File: src/rtl/pa_pkg.sv
package pa_pkg;
  localparam int CNT_W = 16;
  localparam int CTL_W = 5;

  typedef struct packed {
    logic edge_ie;
    logic wrap_ie;
    logic pol;
    logic mode;
    logic en;
  } pa_ctl_t;
endpackage

File: src/rtl/pa_sync.sv
module pa_sync #(
  parameter int STAGES = 2
) (
  input  logic clk,
  input  logic rst_n,
  input  logic d_i,
  output logic level_o,
  output logic rise_o,
  output logic fall_o
);
  logic [STAGES-1:0] chain_q;
  logic              prev_q;

  generate
    for (genvar g = 0; g < STAGES; g++) begin : g_stage
      if (g == 0) begin : g_first
        always_ff @(posedge clk or negedge rst_n)
          if (!rst_n) chain_q[0] <= 1'b0;
          else        chain_q[0] <= d_i;
      end else begin : g_rest
        always_ff @(posedge clk or negedge rst_n)
          if (!rst_n) chain_q[g] <= 1'b0;
          else        chain_q[g] <= chain_q[g-1];
      end
    end
  endgenerate

  always_ff @(posedge clk or negedge rst_n)
    if (!rst_n) prev_q <= 1'b0;
    else        prev_q <= chain_q[STAGES-1];

  assign level_o = chain_q[STAGES-1];
  assign rise_o  = level_o & ~prev_q;
  assign fall_o  = ~level_o & prev_q;
endmodule

File: src/rtl/pa_prescale.sv
module pa_prescale #(
  parameter int DIV = 64
) (
  input  logic clk,
  input  logic rst_n,
  output logic tick_o
);
  localparam int PW = (DIV > 1) ? $clog2(DIV) : 1;
  localparam logic [PW-1:0] LAST = PW'(DIV - 1);

  logic [PW-1:0] div_q, div_d;

  always_comb begin
    div_d = (div_q == LAST) ? '0 : div_q + 1'b1;
  end

  always_ff @(posedge clk or negedge rst_n)
    if (!rst_n) div_q <= '0;
    else        div_q <= div_d;

  assign tick_o = (div_q == LAST);
endmodule

File: src/rtl/pa_counter.sv
module pa_counter #(
  parameter int W = 16
) (
  input  logic         clk,
  input  logic         rst_n,
  input  logic         inc_i,
  input  logic         ld_i,
  input  logic [W-1:0] ld_val_i,
  output logic [W-1:0] cnt_o,
  output logic         wrap_o
);
  localparam logic [W-1:0] TOP = {W{1'b1}};

  logic [W-1:0] cnt_q, cnt_d;
  logic         cnt_en;

  always_comb begin
    cnt_d  = cnt_q;
    wrap_o = 1'b0;
    cnt_en = ld_i | inc_i;
    if (ld_i) begin
      cnt_d = ld_val_i;
    end else if (inc_i) begin
      cnt_d  = cnt_q + 1'b1;
      wrap_o = (cnt_q == TOP);
    end
  end

  always_ff @(posedge clk or negedge rst_n)
    if (!rst_n)      cnt_q <= '0;
    else if (cnt_en) cnt_q <= cnt_d;

  assign cnt_o = cnt_q;
endmodule

File: src/rtl/pulse_accum.sv
module pulse_accum
  import pa_pkg::*;
#(
  parameter int DIV      = 64,
  parameter int SYNC_LEN = 2
) (
  input  logic             clk,
  input  logic             rst_n,
  input  logic             pin_i,
  input  logic             ctl_wr,
  input  logic [CTL_W-1:0] ctl_wdata,
  input  logic             cnt_wr,
  input  logic [CNT_W-1:0] cnt_wdata,
  input  logic             flg_wr,
  input  logic [1:0]       flg_wdata,
  output logic [CNT_W-1:0] count_o,
  output logic             wrap_o,
  output logic             edge_o,
  output logic             irq_o
);
  logic [1:0] rst_sync_q;
  logic       arst_n;

  always_ff @(posedge clk or negedge rst_n)
    if (!rst_n) rst_sync_q <= 2'b00;
    else        rst_sync_q <= {rst_sync_q[0], 1'b1};
  assign arst_n = rst_sync_q[1];

  pa_ctl_t ctl_q, ctl_d;
  logic    wrap_q, wrap_d, edge_q, edge_d;
  logic    lvl, rise, fall, tick, gate_on, edge_evt, inc, wrap_evt;

  pa_sync #(.STAGES(SYNC_LEN)) u_sync (
    .clk(clk), .rst_n(arst_n), .d_i(pin_i),
    .level_o(lvl), .rise_o(rise), .fall_o(fall)
  );

  pa_prescale #(.DIV(DIV)) u_pre (
    .clk(clk), .rst_n(arst_n), .tick_o(tick)
  );

  // Active edge in edge mode and closing edge of the gate share one select.
  always_comb begin
    gate_on  = ctl_q.pol ? ~lvl : lvl;
    edge_evt = ctl_q.en & (ctl_q.pol ? rise : fall);
    inc      = ctl_q.en & (ctl_q.mode ? (tick & gate_on) : edge_evt);
  end

  pa_counter #(.W(CNT_W)) u_cnt (
    .clk(clk), .rst_n(arst_n), .inc_i(inc), .ld_i(cnt_wr),
    .ld_val_i(cnt_wdata), .cnt_o(count_o), .wrap_o(wrap_evt)
  );

  always_comb begin
    ctl_d = ctl_wr ? pa_ctl_t'(ctl_wdata) : ctl_q;
    wrap_d = wrap_q;
    if (wrap_evt)                   wrap_d = 1'b1;
    else if (flg_wr & flg_wdata[1]) wrap_d = 1'b0;
    edge_d = edge_q;
    if (edge_evt)                   edge_d = 1'b1;
    else if (flg_wr & flg_wdata[0]) edge_d = 1'b0;
  end

  always_ff @(posedge clk or negedge arst_n)
    if (!arst_n) begin
      ctl_q  <= '0;
      wrap_q <= 1'b0;
      edge_q <= 1'b0;
    end else begin
      ctl_q  <= ctl_d;
      wrap_q <= wrap_d;
      edge_q <= edge_d;
    end

  assign wrap_o = wrap_q;
  assign edge_o = edge_q;
  assign irq_o  = (wrap_q & ctl_q.wrap_ie) | (edge_q & ctl_q.edge_ie);
endmodule

File: config.mk
export PLATFORM = sky130hd
export DESIGN_NAME = pulse_accum
export DESIGN_NICKNAME = d
export VERILOG_FILES = /design/src/rtl/pa_pkg.sv /design/src/rtl/pa_sync.sv /design/src/rtl/pa_prescale.sv /design/src/rtl/pa_counter.sv /design/src/rtl/pulse_accum.sv
export SDC_FILE = /design/constraint.sdc
export NUM_CORES = 1
export LEC_CHECK = 0
export ABC_CLOCK_PERIOD_IN_PS = 1800
export BUFFER_PORTS_ARGS = -buffer_cell sky130_fd_sc_hd__buf_4
export CORE_ASPECT_RATIO = 1.4
export CORE_MARGIN = 8
export CORE_UTILIZATION = 50
export DETAILED_ROUTE_END_ITERATION = 8
export GPL_ROUTABILITY_DRIVEN = 0
export GPL_TIMING_DRIVEN = 0
export PLACE_DENSITY = 0.78
export SETUP_SLACK_MARGIN = 0.2
export SLEW_MARGIN = 20
export SYNTH_ARGS = -nofsm -noshare
export SYNTH_HDL_FRONTEND = slang
export SYNTH_HIERARCHICAL = 1
export SYNTH_SLANG_ARGS = --single-unit
File: constraint.sdc
create_clock -name clk -period 1.8 [get_ports clk]
set_clock_uncertainty 0.2 [all_clocks]
set_input_delay 0.18 -clock clk [delete_from_list [all_inputs] [get_ports clk]]
set_output_delay 0.18 -clock clk [all_outputs]
set_load 0.01 [all_outputs]
-- Yosys cells after proc, flatten, opt, wreduce, memory -nomap -nowiden
Cells that the tools add are included.
- register bits after elaboration: 34
- input bits: 29
- output and inout port bits: 19
- logic and storage cells: 46
- add/subtract/negate cells: 2
- eq/ne operators: 2
- multiplexer cells: 12
- bitwise operators: 13
- reduce and logical (&&, ||, !) cells: 4
- operators with widths (kind ; count):
    $mux W16 ; 2
    $add A16 B1 Y16 const B ; 1
    $eq A16 B16 Y1 const B ; 1
    $and A1 B1 Y1 ; 9
    $mux W1 ; 9
    $add A6 B1 Y6 const B ; 1
    $eq A6 B6 Y1 const B ; 1
    $mux W6 ; 1
    $reduce_bool A2 Y1 ; 3
    $not A1 Y1 ; 2
    $or A1 B1 Y1 ; 2
    $reduce_and A2 Y1 ; 1

-- Depth between registers and ports, before layout
Gate-level depths: netlist of run 1.
- word-level depth: 9
- mapped depth: 10
- mapped depth without buffers: 9

-- Cells and area by module
The synthesis of run 1 kept the hierarchy.
- modules (own cells, without submodules) (module ; times used ; cells an instance ; area an instance (µm²)):
    pa_counter ; 1 ; 97 ; 919.6
    pulse_accum ; 1 ; 26 ; 361.6
    pa_prescale ; 1 ; 20 ; 242.7
    pa_sync ; 1 ; 5 ; 90.1

-- Worst setup path after synthesis of run 1
No wires, ideal clock.
- kind: reg-to-reg
- from: register u_pre.div_q[0]
- to: register u_cnt.cnt_q[14] (netlist: u_cnt/cnt_o[14])
- library setup time: 0.125 ns
- arrival: 2.038 ns
- data required time: 1.475 ns
- setup slack: -0.563 ns
- cell stages (with the launch flop): 11
- period minus slack after synthesis: 2.363 ns
- cell sequence: dfrtp_1 -> ha_1 -> nand3_1 -> nor2_1 -> nand4_1 -> o21ai_2 -> buf_2 -> nand3_2 -> nor4_2 -> xor2_1 -> mux2_2
- longest elaborated chain between the ends: 6
- elaborated cells between the ends (all ways): 7
- classes of those cells: eq/ne: 1; mux: 1; bitwise: 3; reduce/logical: 2
- RTL lines (element ; line ; RTL):
    from (decl) ; pa_prescale.sv:11 ; logic [PW-1:0] div_q, div_d;
    from (signal assigned) ; pa_prescale.sv:19 ; else div_q <= div_d;
    $eq A6 B6 Y1 * ; pa_prescale.sv:21 ; assign tick_o = (div_q == LAST);
    via tick ; pulse_accum.sv:31 ; logic lvl, rise, fall, tick, gate_on, edge_evt, inc, wrap_evt;
    $and A1 B1 Y1 * ; pulse_accum.sv:46 ; inc = ctl_q.en & (ctl_q.mode ? (tick & gate_on) : edge_evt);
    $mux W1 * ; pulse_accum.sv:46 ;
    $and A1 B1 Y1 * ; pulse_accum.sv:46 ;
    via inc ; pulse_accum.sv:31 ;
    $reduce_bool A2 Y1 (no line) / $or A1 B1 Y1 (equally long branches) ; n/a ;
    $reduce_and A2 Y1 (no line) * ; n/a ;
    to (signal assigned) ; pa_counter.sv:31 ; else if (cnt_en) cnt_q <= cnt_d;
    to (decl) ; pa_counter.sv:14 ; logic [W-1:0] cnt_q, cnt_d;
Mark *: on every way through the listed nets, which the timed path passes. The rest lies on a longest branch.
A chain may end at the register's enable or synchronous reset.

-- Final worst setup path of run 1
- from: register u_pre.div_q[1]
- to: register u_cnt.cnt_q[11] (netlist: u_cnt/cnt_o[11])
The elaborated chain is that of the path after synthesis.

==> results of run 1 <==
[stage by stage]
stage | worst slack (ns) | TNS [ns] | hold WS, ns | power (uW)
2_1_floorplan | -0.319 | -2.50 | -0.316 | 1030
3_3_place_gp | -0.463 | -4.27 | -0.238 | 1170
3_5_place_dp | -0.506 | -4.89 | -0.236 | 1180
4_1_cts | -0.385 | -4.00 | 0.00504 | 1980
5_1_grt | -0.487 | -6.82 | 0.0343 | 2080
6_report | -0.430 | -5.40 | 0.0153 | 2020
[flip-flops by register name (all words and copies together) (netlist names)]
register        flops
u_pre/div_q         6
u_sync/level_o      1
rst_sync_q          2
u_sync/chain_q      1
u_sync/prev_q       1
wrap_o              1
u_cnt/cnt_o        16
ctl_q               5
edge_o              1
[cell usage in the layout (no fill, tap or decap), types with 3 or more instances in the layout]
cell type and n:
xnor2_1 7, buf_4 60, nor4_4 4, dfrtp_1 33
xnor2_2 3, nand4_1 4, clkbuf_8 6, nand3_1 3
dlygate4sd3_1 28, clkbuf_1 4, mux2_1 5, nand2_1 23
xor2_1 8, nor2_4 3, nor2_1 4, o21ai_1 12
buf_6 8
[cell type report]
type	instances	area [um2]	area share
clock buffers	7	86.3	0.0314
inverters	2	7.51	0.00273
plain buffers	4	22.5	0.00820
clock inverters	1	30.0	0.0109
flip-flops and latches	34	852	0.310
multi-input cells	108	891	0.324
well taps	39	48.8	0.0178
repair buffers	95	810	0.295
[cells by family after synthesis]
| family | count (synthesis) | synth area share |
|---|---|---|
| and+or+nand+nor | 59 | 0.208 |
| buffers and inverters | 6 | 0.0147 |
| muxes | 9 | 0.0643 |
| other | 1 | 0.00232 |
| AOI/OAI and AO/OA | 19 | 0.0705 |
| adders and majority gates | 2 | 0.0155 |
| DFF | 34 | 0.527 |
| xor gates and xnor gates | 18 | 0.0977 |
[worst min-delay path by stage]
stage / end / slack [ns]
final: wrap_o / 0.02
after global routing: wrap_o / 0.03
after CTS: rst_sync_q[1] / 0.005
after detailed placement: rst_sync_q[0] / -0.24
after global placement: rst_sync_q[0] / -0.24
after floorplan: rst_sync_q[0] / -0.32
[layer usage]
layer	routed length, um	up-vias
met3	301	19
met5	0	-
met4	199	0
li1	-	713
met1	1980	790
met2	3160	71
[worst max-delay path, cell delays in order, from the launching register on]
cell     delay, ns
dfrtp_1       0.40
ha_4          0.17
nand3_4       0.09
nor2_4        0.11
nand4_1       0.10
o21ai_2       0.08
buf_6         0.14
nand4_4       0.15
buf_6         0.18
nor4_4        0.18
xnor2_1       0.19
o21ai_1       0.10
[where the power goes]
group | total (uW) | switching (uW) | leakage, uW | internal, uW
combinational | 365 | 154 | 0.000811 | 210
clock | 740 | 289 | 0.0000585 | 451
sequential | 912 | 93.2 | 0.000409 | 819
[synth_stat cells]
library cell and instances:
or3_1 1, a21o_1 1, clkbuf_1 3, nand2_2 1, nand3_1 4, and2b_2 1
a21oi_2 1, ha_1 2, nand2_1 24, dfrtp_1 34, inv_1 2, and3_1 2
o21ai_0 10, nand4_1 4, buf_2 1, o21ai_2 1, o21ai_1 4, nand3_2 2
nor2b_1 2, conb_1 1, nor3_1 4, mux2_2 2, a22o_1 1, mux2_1 5
mux2_4 1, xnor2_1 10, nand4_4 1, nor4_2 4, xor2_1 8, a221o_1 1
nand4_2 1, mux2i_1 1, nor2_1 8
[repair_timing]
item,4_1_cts,5_1_grt
setup buffers,13,7
pin swaps,7,6
setup endpoints to repair,17,17
gates resized for setup,15,12
hold buffers,27,1
endpoints found under the hold margin,26,2
==> impl_results.md, run 1 <==
- Outcome: complete, but fails checks
- Failing checks: setup timing
- Pre-antenna DRT Iters: 4
- Clock Latency Late Sink: 0.30 ns
- Largest net degree at the start of global routing: 33
- Met2 Use GR: 0.352
- H-tree depth: 2
- Routed WL: between 5000 and 6000 um
- Final net count: between 200 and 300
- Final Cycle Share: 1.24
- R2R Path End: u_cnt/cnt_o[11]
- Maximum buffer depth of the clock tree: 2
- #FFs+latches synth: 34
- First DRT Iteration DRCs: 119
- Top-area cell type share of the netlist area: 0.527
- First-pass GRT wire length: 8400 um
- Final Setup Violations: 17
- Syn nets: around 180
- Synth Warn #: 6
- Synth Area per Inst: 10.9 um2
- Yosys top cell by area: dfrtp_1
- Met3 GRT Util: 0.0659
- Hold depth: 3
- Worst Tran Pin Value: roughly 0.7 ns
- Met1 Usage GRT: 0.204
- Vias in the first global route: 1,757
- CTS buffer count: 5
- Hold Startpoint: flg_wr
- Crit Path Class: flop to flop
- Final Hold Vio Count: 0
- Synthesized instance count: ~150
- Clock transition at the registers of the reported paths: approximately 0.070 ns
- Worst rel slew slack: 0.539
- I/O pins: 48
- Row cnt: 24
- Period minus WS final: 2.23 ns
- Cell variety after synth: 33
- F_max: roughly 450 MHz
- Mapped cell area: 0.00161 mm2
- Worst R2R Start: u_pre/div_q[1]
- CTS tree: done
- Non-filler cells, final: 290
- Area Overhead vs Synth: 70.2%
- Final WS setup: -0.430 ns
- Crit. Startpoint: u_pre/div_q[1]
- Flop2flop setup slack: -0.43 ns
- I/O Buffers: 47
- Via Count: roughly 1,600
- Startpoint Class: flop
- Timing endpoint of the critical path: u_cnt/cnt_o[11]
- FILL cells: approximately 130
- Post-route cell area: roughly 0.0027 mm2
- WP data arrival: 2.19 ns
- Layout cells sized above 1: 0.410
- Core area: ~0.0031 mm2
- # DRC: 0
- Pins Over Slew Limit: 0
- P_leak: about 0.0013 uW
- Maximum vdd drop: 0.000698 V
- Clock sinks: 34
- Post-DP HPWL: between 2000 and 3000 um
- Placed cell areas: about 0.0021 mm2
- DR vias/cell: 5.49
- Busiest layer in global routing: met2
- Wire length per cell: 19.5 um
- Root Driver: clkbuf_8
- Routed Antenna Nets: 0
- Area contributors post-synth: dfrtp_1 53%, nand2_1 5.6%, xnor2_1 5.4%
- Unrepaired setup endpoints after global routing: yes
- Core Util, Final: 0.888
- Chip width: between 60 and 70 um
- P per Cell Area: about 730 mW/mm2
- Number of max-cap violations: 0
- Die area: approximately 0.0053 mm2
- Total GRT Usage: 0.198
- Sequential share of the synthesized area: 0.527
- Worst Setup End Kind: flop
- Hold Crit Class: primary input to flop
- GRT overflow: 0
- Placed cell count: between 200 and 250
- Worst path required time: roughly 1.8 ns
- Starting Density: 0.522
- R2R cell count: 11
- Max FO, Critical Path: 4
- Die Span Y: 83.2 um
- Antenna violations before repair: 0
- Antenna cell count: 0
No activity file was read; power rests on OpenSTA's default activity.
==> run 2: changes to the inputs <==
--- a/config.mk
+++ b/config.mk
@@ -5,6 +5,7 @@
 export SDC_FILE = /design/constraint.sdc
 export NUM_CORES = 1
 export LEC_CHECK = 0
+export ABC_AREA = 1
 export ABC_CLOCK_PERIOD_IN_PS = 1800
 export BUFFER_PORTS_ARGS = -buffer_cell sky130_fd_sc_hd__buf_4
 export CORE_ASPECT_RATIO = 1.4
@@ -13,7 +14,7 @@
 export DETAILED_ROUTE_END_ITERATION = 8
 export GPL_ROUTABILITY_DRIVEN = 0
 export GPL_TIMING_DRIVEN = 0
-export PLACE_DENSITY = 0.78
+export PLACE_DENSITY = 0.76
 export SETUP_SLACK_MARGIN = 0.2
 export SLEW_MARGIN = 20
 export SYNTH_ARGS = -nofsm -noshare
==> run 2 against run 1 <==
Net effect: first-iteration DRC count decreased by 38%; largest cell class unchanged; critical endpoint is now u_cnt/cnt_o[7]; power increased by 14%; sequential share of layout area decreased by 2.4 points; the flow finishes with violations (hold timing, setup timing); flip-flop and latch count unchanged; wire length increased by 1.3%; critical path type unchanged; largest power group unchanged; global-route usage increased by 0.26 points.
==> impl_results.md, run 2 <==
- Die area: 0.00591 mm2 (+11%)
- Placed cell areas: 0.00229 mm2 (+11%)
- F_max: 530 MHz (+18%)
- Final Setup Violations: 18 (+1)
- Placed cell count: 296 (+26%)
- Ys flop type: dfrtp_1
- Synth Area per Inst: 8.81 um2 (-19%)
- Flop2flop setup slack: -0.09 ns (+0.34 ns)
- Row cnt: 26 (+8.3%)
- Chip width: 67.3 um (+5.1%)
- Final Cycle Share: 1.05 (-0.191)
- Startpoint Class: flop
- Largest delay contributor family on the critical path: simple AND/OR/NAND/NOR gates
- Buf+Inv Stages, Crit Path: 3 (+1)
- WHS: -0.00112 ns (-0.0164 ns)
- Slowest cell on crit path: dfrtp_1
- Max FFs per register: 16 (unchanged)
- Routed Antenna Nets: 0 (unchanged)
- Period minus WS final: 1.89 ns (-0.344 ns)
- R2R Path End: u_cnt/cnt_o[7]
- Crit Path Class: flop to flop
- # DRC: 0 (unchanged)
- Pre-antenna DRT Iters: 4 (unchanged)
- Count leader, synth: nand2_1
- Worst Tran Pin Value: 0.690 ns (-0.000542 ns)
- First-pass GRT wire length: 9020 um (+7.3%)
- Number of max-cap violations: 0 (unchanged)
- Core area: 0.00358 mm2 (+16%)
- Hold Crit Class: primary input to flop
- DR vias/cell: 5.28 (-3.9%)
- Outcome: complete, but fails checks
- Worst path most repeated cell: nor2_4
- Post-route cell area: 0.00298 mm2 (+8.5%)
- Top-area cell type share of the netlist area: 0.462 (-0.0652)
- Synth Warn #: 6 (unchanged)
- Clock transition at the registers of the reported paths: 0.07 ns (about the same)
- R2R cell count: 12 (+1)
- Mapped cell area: 0.00184 mm2 (+14%)
- Clock Latency Late Sink: 0.29 ns (about the same)
- Most frequent cells in the layout: 56 x buf_4, 47 x nand2_1, 33 x dfrtp_1
- Clock sinks: 34 (unchanged)
- Worst path cell trace: ha_4, nand2_4, nor2_4, nand3_2, nand2_2, inv_2, nor2_4, or2_4, inv_6, buf_12, a22oi_2, nand2_1
- Maximum buffer depth of the clock tree: 2 (unchanged)
- Commonest non-fill, non-tap cell in the layout: buf_4
- Syn nets: 240 (+34%)
- Worst path required time: 1.78 ns (+0.02 ns)
- Core Util, Final: 0.833 (-0.0555)
- Unrepaired setup endpoints after global routing: yes
- Cell variety after synth: 33 (unchanged)
- Max FO, Critical Path: 6 (+2)
- Via Count: 1,847 (+16%)
- First DRT Iteration DRCs: 74 (-38%)
- P_leak: 0.00144 uW (+12%)
- Worst Setup End Kind: flop
- Sequential share of the synthesized area: 0.462 (-0.0652)
- Failing checks: hold timing, setup timing
- WP data arrival: 1.86 ns (-0.33 ns)
- Largest net degree at the start of global routing: 33 (unchanged)
- Yosys top cell by area: dfrtp_1
- Antenna violations before repair: 0 (unchanged)
- Power consumption: 2290 uW (+14%)
- Synthesized instance count: 209 (+41%)
- CTS buffer count: 5 (unchanged)
- Area Overhead vs Synth: 61.8%
- I/O pins: 48 (unchanged)
- CTS tree: done
- Post-synth top cells: 52 x nand2_1, 34 x dfrtp_1, 19 x nand3_1
- Worst rel slew slack: 0.540 (about the same)
- Pins Over Slew Limit: 0 (unchanged)
- P per Cell Area: 769 mW/mm2 (+4.7%)
- Number of synthesized flops with an enable pin: 0 (unchanged)
- Maximum vdd drop: 0.000600 V (-14%)
- Die Span Y: 87.8 um (+5.5%)
- I/O Buffers: 45 (-4.3%)
- Starting Density: 0.515 (-0.00716)
- H-tree depth: 2 (unchanged)
- Worst R2R Start: u_pre/div_q[0]
- Vias in the first global route: 1,981 (+13%)
- GRT overflow: 0 (unchanged)
- Post-DP HPWL: 3130 um (+12%)
- Final net count: 338 (+20%)
- Final WS setup: -0.0864 ns (+0.344 ns)
- Hold worst-path end: edge_o
- Wire length per cell: 16.3 um (-16%)
- #FFs+latches synth: 34 (unchanged)
- Routed WL: 5720 um (+1.3%)
- Max stage delay on crit path: 0.40 ns (about the same)
- Hold depth: 4 (+1)
- Root Driver: clkbuf_8
- Antenna cell count: 0 (unchanged)
- Non-filler cells, final: 350 (+21%)
- Area contributors post-synth: dfrtp_1 46%, nand2_1 11%, nand3_1 5.2%
- Total GRT Usage: 0.201 (+0.00258)
- Final Hold Vio Count: 1 (+1)
- Hold Startpoint: flg_wr
- Asr flop ratio synth: 1.00 (unchanged)
- Layout cells sized above 1: 0.403 (-0.00776)
==> run 2: cell count changes in the layout (fill, tap and decap cells not counted), sizes merged, moves of 9 or more <==
| cell | before | now |
|---|---|---|
| a22oi | 0 | 12 |
| inv | 2 | 21 |
| nand2 | 25 | 57 |
| nand3 | 6 | 21 |
| nor2 | 8 | 22 |
| o21ai | 15 | 6 |
==> run 2: how the worst max path moves through the flow <==
| stage | startpoint | to | cells past startpoint |
|---|---|---|---|
| after floorplan | u_pre/div_q[0] | u_cnt/cnt_o[14] | 12 |
| after global placement | u_pre/div_q[0] | u_cnt/cnt_o[7] | 12 |
| after detailed placement | u_pre/div_q[0] | u_cnt/cnt_o[13] | 12 |
| after CTS | u_pre/div_q[1] | u_cnt/cnt_o[7] | 12 |
| after global routing | u_pre/div_q[0] | u_cnt/cnt_o[11] | 12 |
| final | u_pre/div_q[0] | u_cnt/cnt_o[7] | 12 |
==> run 2: what timing repair did <==
item	4_1_cts	5_1_grt
hold endpoints to repair	26	0
resized for setup	14	15
pin swaps	4	13
setup buffers	11	3
setup endpoints to repair	17	22
hold buffers	33	0
gates cloned	0	1
==> run 2: cell type report <==
class                      count  area (um2)
tap                           42        52.6
clock inverter                 2        60.1
timing repair buffer          91         793
inverter                      21        86.3
multi-input combinational    149         988
buffer                         5        65.1
fill                         215         598
sequential                    34         852
clock buffer                   6        82.6
==> run 2: per-layer routing <==
metal | vias to the layer above | track usage | share of wire
li1 | 879 | - | -
met1 | 895 | 0.211 | 0.38
met2 | 62 | 0.350 | 0.52
met3 | 11 | 0.0640 | 0.078
met4 | 0 | 0.0954 | 0.023
met5 | - | 0 | 0
==> run 2: worst register-to-register path, stage by stage (launching register included) <==
cell and delay (ns):
dfrtp_1 0.40, ha_4 0.18, nand2_4 0.07, nor2_4 0.10, nand3_2 0.07, nand2_2 0.06
inv_2 0.04, nor2_4 0.10, or2_4 0.16, inv_6 0.05, buf_12 0.13, a22oi_2 0.13
nand2_1 0.07
==> run 2: cell families after synthesis <==
family,synth area share
flip-flops,0.462
AO/OA/AOI/OAI,0.112
buffers and inverters,0.0740
adder cells (fa/ha/maj),0.0136
multiplexers,0.0245
other,0.00204
XOR/XNOR,0.0476
AND/OR/NAND/NOR,0.264
==> run 2: report_power, final <==
part	internal [uW]	leakage, uW	total (uW)	switching, uW
clock	591	0.0000714	875	284
sequential	826	0.000411	932	105
combinational	267	0.000955	484	217
==> run 2: metrics by stage <==
step	setup WS [ns]	TNS [ns]
floorplan	-0.0553	-0.487
global placement	-0.208	-2.59
detailed placement	-0.232	-3.04
CTS	-0.0202	-0.111
global route	-0.184	-2.67
finish	-0.0864	-0.966
==> run 3: changes to the inputs <==
==> constraint.sdc (replaced) <==
create_clock -name clk -period 1.8 [get_ports clk]
set_clock_uncertainty 0.2 [all_clocks]
set_input_delay 0.09 -clock clk [delete_from_list [all_inputs] [get_ports clk]]
set_output_delay 0.09 -clock clk [all_outputs]
set_load 0.01 [all_outputs]
==> run 3 against run 2 <==
Net effect: the run ends with setup timing left; largest power group unchanged; setup slack got worse by 0.055 ns; sequential power barely moved; register-to-register slack got worse by 0.05 ns; hold slack improved by 0.12 ns; core utilization rose by 0.73 points; clock power rose by 0.8%; largest cell class unchanged; combinational power rose by 2%; final cell count rose by 1.1%.
==> impl_results.md, run 3 (same netlist as run 2, synthesis figures left out) <==
- Outcome: complete, but fails checks
- Failing checks: setup timing
- Worst Tran Pin Value: 0.700 ns (+0.00990 ns)
- Final WS setup: -0.141 ns (-0.0550 ns)
- Routed Antenna Nets: 0 (unchanged)
- GRT overflow: 0 (unchanged)
- Max FFs per register: 16 (unchanged)
- Unrepaired setup endpoints after global routing: yes
- Crit Path Class: flop to flop
- P per Cell Area: 767 mW/mm2 (-0.25%)
- CTS tree: done
- DR vias/cell: 5.23 (-0.86%)
- Chip width: 67.3 um (unchanged)
- Root Driver: clkbuf_8
- CTS buffer count: 5 (unchanged)
- Die area: 0.00591 mm2 (unchanged)
- Die Span Y: 87.8 um (unchanged)
- Period minus WS final: 1.94 ns (+0.0550 ns)
- Clock sinks: 34 (unchanged)
- Buf+Inv Stages, Crit Path: 3 (unchanged)
- Worst rel slew slack: 0.533 (-0.00660)
- Via Count: 1,852 (+0.27%)
- Setup Total Neg Slack: -1.75 ns (-0.780 ns)
- Commonest non-fill, non-tap cell in the layout: buf_4
- Starting Density: 0.515 (unchanged)
- Max FO, Critical Path: 6 (unchanged)
- Row cnt: 26 (unchanged)
- FILL cells: 207 (-3.7%)
- Total GRT Usage: 0.204 (+0.00327)
- Slowest cell on crit path: dfrtp_1
- Maximum vdd drop: 0.000857 V (+43%)
- Pins Over Slew Limit: 0 (unchanged)
- Placed cell count: 296 (unchanged)
- I/O pins: 48 (unchanged)
- # DRC: 0 (unchanged)
- Vias in the first global route: 1,992 (+0.56%)
- Power consumption: 2300 uW (+0.63%)
- Largest net degree at the start of global routing: 33 (unchanged)
- Core area: 0.00358 mm2 (unchanged)
- WP data arrival: 1.92 ns (+0.06 ns)
- Worst path most repeated cell: nor2_4
- Layout cells sized above 1: 0.388 (-0.0148)
- Routed WL: 5660 um (-1.1%)
- Max stage delay on crit path: 0.42 ns (+0.02 ns)
- Startpoint Class: flop
- Most frequent cells in the layout: 57 x buf_4, 47 x nand2_1, 36 x dlygate4sd3_1
- WHS: 0.119 ns (+0.120 ns)
- Area Overhead vs Synth: 63.2%
- Clock Latency Late Sink: 0.30 ns (about the same)
- Placed cell areas: 0.00229 mm2 (unchanged)
- Final net count: 342 (+1.2%)
- I/O Buffers: 45 (unchanged)
- First DRT Iteration DRCs: 72 (-2.7%)
- Non-filler cells, final: 354 (+1.1%)
- Wire length per cell: 16.0 um (-2.2%)
- Worst path required time: 1.78 ns (about the same)
- Largest delay contributor family on the critical path: simple AND/OR/NAND/NOR gates
- Number of max-cap violations: 0 (unchanged)
- Post-route cell area: 0.00301 mm2 (+0.88%)
- Maximum buffer depth of the clock tree: 2 (unchanged)
- H-tree depth: 2 (unchanged)
- Antenna cell count: 0 (unchanged)
- Final Setup Violations: 19 (+1)
- Worst Setup End Kind: flop
- First-pass GRT wire length: 9170 um (+1.7%)
- Flop2flop setup slack: -0.14 ns (-0.05 ns)
- Post-DP HPWL: 3130 um (unchanged)
- Pre-antenna DRT Iters: 4 (unchanged)
- Final Hold Vio Count: 0 (-1)
- P_leak: 0.00145 uW (+0.93%)
- Hold Crit Class: flop to async pin
- Antenna violations before repair: 0 (unchanged)
- Worst path cell trace: ha_4, nand2_4, nor2_4, nand3_2, nand2_2, inv_2, nor2_4, or2_4, inv_6, buf_12, a22oi_2, nand2_1
- Clock transition at the registers of the reported paths: 0.07 ns (about the same)
- F_max: 515 MHz (-2.8%)
- Final Cycle Share: 1.08 (+0.0305)
==> run 3: repair_timing <==
item | in CTS | in global routing
endpoints found under the setup margin | 17 | 20
gates cloned | 0 | 1
resized for setup | 14 | 10
hold endpoints to repair | 26 | 1
pin swaps | 4 | 12
hold buffers | 36 | 1
setup buffers | 11 | 2
==> run 3: final timing paths <==
kind,end,start,depth (start not counted)
setup / recovery,u_cnt/cnt_o[11],u_pre/div_q[0],12
hold / removal,u_pre/div_q[5],rst_sync_q[1],0
setup reg to reg,u_cnt/cnt_o[11],u_pre/div_q[0],12
hold reg to reg,u_pre/div_q[5],rst_sync_q[1],0
max in group asynchronous,rst_sync_q[1],rst_n,3
min in group clk,u_sync/level_o,u_sync/chain_q[0],0
==> run 3: area by class of cell <==
type | count | area (um2) | area share
well taps | 42 | 52.6 | 0.0175
clock buffers | 6 | 82.6 | 0.0275
flip-flops and latches | 34 | 852 | 0.283
multi-input cells | 149 | 983 | 0.327
repair buffers | 95 | 828 | 0.275
plain buffers | 5 | 61.3 | 0.0204
inverters | 21 | 86.3 | 0.0287
clock inverters | 2 | 60.1 | 0.0200
==> run 3: routing by layer <==
layer	vias up	global-route usage	part of all wire	wire length, um
li1	891	-	-	-
met1	892	0.226	0.40	2250
met2	55	0.351	0.51	2880
met3	14	0.0551	0.064	360
met4	0	0.0935	0.030	167
met5	-	0	0	0
==> run 3: power by group <==
group	switching, uW	leakage (uW)	internal (uW)
Sequential	105	0.000411	826
Combinational	216	0.000968	276
Clock	291	0.0000714	591
==> run 3: stage by stage <==
stage | setup slack (ns) | util
6_report | -0.141 | 0.840
5_1_grt | -0.256 | 0.840
4_1_cts | -0.0202 | 0.819
3_5_place_dp | -0.232 | 0.639
3_3_place_gp | -0.208 | 0.639
2_1_floorplan | -0.0553 | -
